--- src/rtl/gseq_pkg.sv ---
package gseq_pkg;
  typedef enum logic [1:0] {
    PWM_LO   = 2'b00,
    PWM_HI   = 2'b01,
    PWM_MID  = 2'b10,
    PWM_MIDX = 2'b11
  } pwmLvl_e;

  typedef enum logic [2:0] {
    ST_OFF,
    ST_TO_HI,
    ST_DT_HI,
    ST_ON_HI,
    ST_TO_LO,
    ST_DT_LO,
    ST_ON_LO
  } seqState_e;

  typedef struct packed {
    logic dtRun;
    logic dtSelHi;
    logic tmoRun;
    logic allowHi;
    logic allowLo;
  } seqStrobe_t;
endpackage

--- src/rtl/gseq_sync.sv ---
module gseq_sync #(
  parameter int W = 1,
  parameter logic [W-1:0] RST_VAL = '0
) (
  input  logic         clk,
  input  logic         rstN,
  input  logic [W-1:0] din,
  output logic [W-1:0] dout
);
  for (genvar i = 0; i < W; i++) begin : g_bit
    logic meta, stable;
    always_ff @(posedge clk or negedge rstN) begin
      if (!rstN) begin
        meta   <= RST_VAL[i];
        stable <= RST_VAL[i];
      end else begin
        meta   <= din[i];
        stable <= meta;
      end
    end
    assign dout[i] = stable;
  end
endmodule

--- src/rtl/gseq_ctrl.sv ---
module gseq_ctrl
  import gseq_pkg::*;
(
  input  logic       clk,
  input  logic       rstN,
  input  logic [1:0] pwmS,
  input  logic       enS,
  input  logic       lsLowS,
  input  logic       swLowS,
  input  logic       dtDone,
  input  logic       tmoDone,
  output seqStrobe_t strobe
);
  seqState_e state, nextState;
  logic abort, wantHi, wantLo;

  assign abort  = !enS || pwmS[1];
  assign wantHi = (pwmS == PWM_HI);
  assign wantLo = (pwmS == PWM_LO);

  always_comb begin
    nextState = state;
    if (abort) begin
      nextState = ST_OFF;
    end else begin
      case (state)
        ST_OFF:   nextState = wantHi ? ST_TO_HI : ST_TO_LO;
        ST_TO_HI: if (wantLo) nextState = ST_TO_LO;
                  else if (lsLowS) nextState = ST_DT_HI;
        ST_DT_HI: if (wantLo) nextState = ST_TO_LO;
                  else if (dtDone) nextState = ST_ON_HI;
        ST_ON_HI: if (wantLo) nextState = ST_TO_LO;
        ST_TO_LO: if (wantHi) nextState = ST_TO_HI;
                  else if (tmoDone) nextState = ST_ON_LO;
                  else if (swLowS) nextState = ST_DT_LO;
        ST_DT_LO: if (wantHi) nextState = ST_TO_HI;
                  else if (dtDone || tmoDone) nextState = ST_ON_LO;
        ST_ON_LO: if (wantHi) nextState = ST_TO_HI;
        default:  nextState = ST_OFF;
      endcase
    end
  end

  always_ff @(posedge clk or negedge rstN) begin
    if (!rstN) state <= ST_OFF;
    else       state <= nextState;
  end

  always_comb begin
    strobe.dtRun   = (state == ST_DT_HI) || (state == ST_DT_LO);
    strobe.dtSelHi = (state == ST_DT_HI);
    strobe.tmoRun  = (state == ST_TO_LO) || (state == ST_DT_LO);
    strobe.allowHi = (state == ST_ON_HI);
    strobe.allowLo = (state == ST_ON_LO);
  end
endmodule

--- src/rtl/gseq_dp.sv ---
module gseq_dp
  import gseq_pkg::*;
#(
  parameter int DT_HI_CYC = 5,
  parameter int DT_LO_CYC = 4,
  parameter int TMO_CYC   = 50
) (
  input  logic       clk,
  input  logic       rstN,
  input  seqStrobe_t strobe,
  input  logic [1:0] pwmS,
  input  logic       enS,
  input  logic       skipS,
  input  logic       hsDisS,
  output logic       dtDone,
  output logic       tmoDone,
  output logic       gateHi,
  output logic       gateLo
);
  localparam int DT_MAX = (DT_HI_CYC > DT_LO_CYC) ? DT_HI_CYC : DT_LO_CYC;
  localparam int DW = $clog2(DT_MAX + 1);
  localparam int TW = $clog2(TMO_CYC + 1);
  localparam logic [DW-1:0] DT_HI_END = DW'(DT_HI_CYC - 1);
  localparam logic [DW-1:0] DT_LO_END = DW'(DT_LO_CYC - 1);
  localparam logic [TW-1:0] TMO_END   = TW'(TMO_CYC - 1);

  logic [DW-1:0] dtCnt;
  logic [TW-1:0] tmoCnt;
  logic          tmoArmed, tmoCount;

  assign dtDone   = strobe.dtRun && (dtCnt == (strobe.dtSelHi ? DT_HI_END : DT_LO_END));
  assign tmoDone  = strobe.tmoRun && (tmoCnt == TMO_END);
  assign tmoCount = strobe.tmoRun && (tmoArmed || hsDisS);

  always_ff @(posedge clk or negedge rstN) begin
    if (!rstN)                dtCnt <= '0;
    else if (!strobe.dtRun)   dtCnt <= '0;
    else if (!dtDone)         dtCnt <= dtCnt + 1'b1;
  end

  always_ff @(posedge clk or negedge rstN) begin
    if (!rstN) begin
      tmoCnt   <= '0;
      tmoArmed <= 1'b0;
    end else if (!strobe.tmoRun) begin
      tmoCnt   <= '0;
      tmoArmed <= 1'b0;
    end else begin
      tmoArmed <= tmoCount;
      if (tmoCount && !tmoDone) tmoCnt <= tmoCnt + 1'b1;
    end
  end

  always_ff @(posedge clk or negedge rstN) begin
    if (!rstN) begin
      gateHi <= 1'b0;
      gateLo <= 1'b0;
    end else begin
      gateHi <= strobe.allowHi && enS && (pwmS == PWM_HI);
      gateLo <= strobe.allowLo && enS && skipS && (pwmS == PWM_LO);
    end
  end
endmodule

--- src/rtl/gate_sequencer.sv ---
module gate_sequencer
  import gseq_pkg::*;
#(
  parameter int DT_HI_CYC = 5,
  parameter int DT_LO_CYC = 4,
  parameter int TMO_CYC   = 50
) (
  input  logic       clk,
  input  logic       rstN,
  input  logic [1:0] pwmCmd,
  input  logic       outEnN,
  input  logic       skipN,
  input  logic       lsGateLow,
  input  logic       swNodeLow,
  input  logic       hsDischarged,
  output logic       gateHi,
  output logic       gateLo
);
  localparam int SW = 7;
  localparam logic [SW-1:0] SYNC_RST = {PWM_MID, 1'b0, 1'b0, 3'b000};

  logic [SW-1:0] rawIn, syncIn;
  logic [1:0]    pwmS;
  logic          enS, skipS, lsLowS, swLowS, hsDisS;
  logic          dtDone, tmoDone;
  seqStrobe_t    strobe;

  assign rawIn = {pwmCmd, outEnN, skipN, lsGateLow, swNodeLow, hsDischarged};
  assign {pwmS, enS, skipS, lsLowS, swLowS, hsDisS} = syncIn;

  gseq_sync #(.W(SW), .RST_VAL(SYNC_RST)) i_sync (
    .clk(clk), .rstN(rstN), .din(rawIn), .dout(syncIn)
  );

  gseq_ctrl i_ctrl (
    .clk(clk), .rstN(rstN), .pwmS(pwmS), .enS(enS), .lsLowS(lsLowS),
    .swLowS(swLowS), .dtDone(dtDone), .tmoDone(tmoDone), .strobe(strobe)
  );

  gseq_dp #(.DT_HI_CYC(DT_HI_CYC), .DT_LO_CYC(DT_LO_CYC), .TMO_CYC(TMO_CYC)) i_dp (
    .clk(clk), .rstN(rstN), .strobe(strobe), .pwmS(pwmS), .enS(enS),
    .skipS(skipS), .hsDisS(hsDisS), .dtDone(dtDone), .tmoDone(tmoDone),
    .gateHi(gateHi), .gateLo(gateLo)
  );
endmodule

--- config.mk ---
export PLATFORM = sky130hd
export DESIGN_NAME = gate_sequencer
export DESIGN_NICKNAME = d
export VERILOG_FILES = /design/src/rtl/gseq_pkg.sv /design/src/rtl/gseq_sync.sv /design/src/rtl/gseq_ctrl.sv /design/src/rtl/gseq_dp.sv /design/src/rtl/gate_sequencer.sv
export SDC_FILE = /design/constraint.sdc
export NUM_CORES = 1
export LEC_CHECK = 0
export BUFFER_PORTS_ARGS = -buffer_cell sky130_fd_sc_hd__buf_2
export CAP_MARGIN = 20
export CORE_ASPECT_RATIO = 0.75
export CORE_MARGIN = 2
export CORE_UTILIZATION = 40
export DETAILED_ROUTE_END_ITERATION = 6
export PLACE_DENSITY = 0.6
export SLEW_MARGIN = 20
export SYNTH_ARGS = -nofsm -noshare
export SYNTH_HDL_FRONTEND = slang
export SYNTH_SLANG_ARGS = --single-unit
--- constraint.sdc ---
create_clock -name clk -period 4.25 [get_ports clk]
set_input_delay 0.425 -clock clk [delete_from_list [all_inputs] [get_ports clk]]
set_output_delay 0.425 -clock clk [all_outputs]
set_load 0.1 [all_outputs]
==> impl_metrics.tcl <==
set metrics [dict create \
    htreeDepth 2 \
    antenna_found_initial 0 \
    synth_xor_area_share_pct 3.91 \
    synth_top_family_by_area "simple AND/OR/NAND/NOR gates" \
    regToRegSetupSlack_ps 2470 \
    p_leak_nw 0.643 \
    dieHeight_um 54.2 \
    timing.final.ws_setup_ps 2470 \
    status "finished clean" \
    mostFrequentLayoutCells "27 x dfrtp_1, 17 x nor2_1, 10 x buf_2" \
    die_x_um 70.9 \
    synth_nets 131 \
    drtIter0Drc 12 \
    n_fill_cell 318 \
    period_share_pct 41.9 \
    max_slew.worst_pin.slew_ps 624 \
    cts-buffers-inserted 5 \
    ys_seq_area_share_pct 54.2 \
    dr.pass1.iters 4 \
    post_cts.repair.setup_buffers 0 \
    maxCapViolCount 0 \
    ys.flop_type "dfrtp_1" \
    cp-end-kind "register" \
    syn_to_final_growth_pct 10.7 \
    cpMaxStageDelayCell "dfrtp_1" \
    synthSimpleGateAreaFrac_pct 22.3 \
    synthesis.area_sq_um 1340 \
    grt_first_pass_wirelength_mm 3.66 \
    cts_hold_buf 0 \
    startpoint_type "register" \
    worstSetupPathType "register to register" \
    via_per_inst 5.09 \
    synth_edf_count 0 \
    r2r_start "i_ctrl.state[2]" \
    path_max_fanout 11 \
    grt_max_degree 30 \
    ir_worst_vdd_mv 0.220 \
    cts_resized 0 \
    wl_per_cell_um 12.5 \
    cpPeakStageDelay_ps 570 \
    gp_congestion 0.786 \
    routed_wl_mm 2.15 \
    synthMuxAreaShare_pct 1.12 \
    yosysUniqueCellTypes 36 \
    cts_max_path_buffers 2 \
    ys_ff_latch 29 \
    start_util_pct 41.4 \
    antenna_left 0 \
    cts_tree "done" \
    cp_data_arrival_time_ps 1940 \
    avgSynthCellArea_sq_um 11.3 \
    port_buffers 10 \
    hold_viol 0 \
    core_area_sq_um 3240 \
    drive_above_1_share_pct 20.5 \
    synth-compound-area-share_pct 10.9 \
    dr_total_vias 875 \
    grt_overflow 0 \
    power_density_nw_per_um2 369 \
    ys_async_sr_fraction_pct 100 \
    startpoint "i_ctrl.state[2]" \
    setup_violations 0 \
    final_common_cell "dfrtp_1" \
    netlist_instances 119 \
    cp.required_ps 4410 \
    slew_violations 0 \
    ctsRootBufferMaster "clkbuf_8" \
    dp_slack_ps 2490 \
    relSlewSlack_pct 58.4 \
    num_io_pins 11 \
    insertedDiodeCount 0 \
    fin_nets 143 \
    hold_class "input pin to async pin" \
    cts_sinks 29 \
    grtUsageTotal_pct 13.0 \
    rsz0062_at_grt "false" \
    setup_tns_ps 0 \
    yosysWarnings 0 \
    dieArea_sq_um 3840 \
    grt_pass1_vias 805 \
    fmax_mhz 561 \
    clkTransAtPathRegs_ps 60 \
    route.detailed.drc 0 \
    skew_ps 9.93 \
    crit_path_cell_trace "nand4bb_4 -> a31oi_1 -> a221o_1 -> nor2_1 -> mux2_4" \
    rows 18 \
    dp_hpwl_mm 1.50 \
    clk_latency_ps 280 \
    synthAdderAreaFrac_pct 2.79 \
    final.min_clock_period_ps 1780 \
]
## layer usage
layer  vias to the layer above  track usage [%]  part of all wire, %
met5                         -                0                    0
li1                        437                -                    -
met2                        22             18.5                   41
met1                       416             17.6                   53
met4                         0             5.03                    0
met3                         0             5.62                  5.3
## logic make-up after synthesis
| logic type | after synthesis |
|---|---|
| xor+xnor | 6 |
| mux | 1 |
| flops | 29 |
| fa+ha+maj | 3 |
| buf+inv | 10 |
| simple gates | 49 |
| compound gates | 21 |
## worst max-delay path, delay by kind of cell, from the launching register on
family | cells | cell delay, ps
compound gates | 2 | 400
simple gates | 2 | 380
mux | 1 | 310
flops | 1 | 570
## layout make-up
class                   count  area [sq um]  share of cell area [%]
flip-flops and latches     29           728                    48.9
inverters                   5          18.8                    1.26
repair buffers             10          50.0                    3.36
multi-input cells          80           551                    37.0
clock buffers               8          90.1                    6.06
well taps                  40          50.0                    3.36
## final timing paths
| kind | cells after the start | endpoint |
|---|---|---|
| worst max-delay path | 5 | i_ctrl.state[0] |
| worst min-delay path | 1 | i_ctrl.state[2] |
| worst max register to register | 5 | i_ctrl.state[0] |
| worst min register to register | 0 | i_sync.g_bit[1].stable |
| max in group asynchronous | 1 | i_sync.g_bit[2].stable |
| min in group clk | 1 | i_sync.g_bit[5].meta |
## synth_stat cells, drive strengths merged (2+ instances only)
master | instances | share of area [%]
o21ai | 5 | 1.9
nor2 | 17 | 4.7
and3 | 2 | 0.93
a31oi | 2 | 0.93
dfrtp | 27 | 50
a211oi | 2 | 1.1
nand4 | 2 | 0.93
a21oi | 5 | 1.9
nor3 | 3 | 1.9
nand3 | 3 | 1.1
inv | 5 | 1.4
nand2 | 9 | 2.5
nor2b | 6 | 2.8
xnor2 | 4 | 2.6
ha | 3 | 2.8
buf | 5 | 3.4
nand2b | 3 | 2.1
dfstp | 2 | 3.9
xor2 | 2 | 1.3
## through the flow
stage	hold WS, ps	utilization [%]	instances	total power [W]	instance area [sq um]
after floorplan	129	-	119	0.000316	1340
after global placement	335	43.1	164	0.000325	1400
after detailed placement	338	43.1	164	0.000326	1400
after CTS	179	45.9	172	0.000559	1490
after global routing	198	45.9	172	0.000572	1490
final	163	45.9	172	0.000548	1490
## state kept, by name (all words and copies together), names as in the netlist
register,flops
i_dp.tmoCnt,6
i_dp.dtCnt,3
i_dp.gateHi,1
i_sync.g_bit.meta,7
i_ctrl.state,3
i_sync.g_bit.stable,7
i_dp.gateLo,1
i_dp.tmoArmed,1
## report_power, final
part	leakage, nW	switching [W]	internal, W
registers	0.369	0.00000820	0.000285
logic	0.229	0.0000155	0.0000117
clock network	0.0455	0.0000958	0.000132
(Power assumes the default switching activity.)
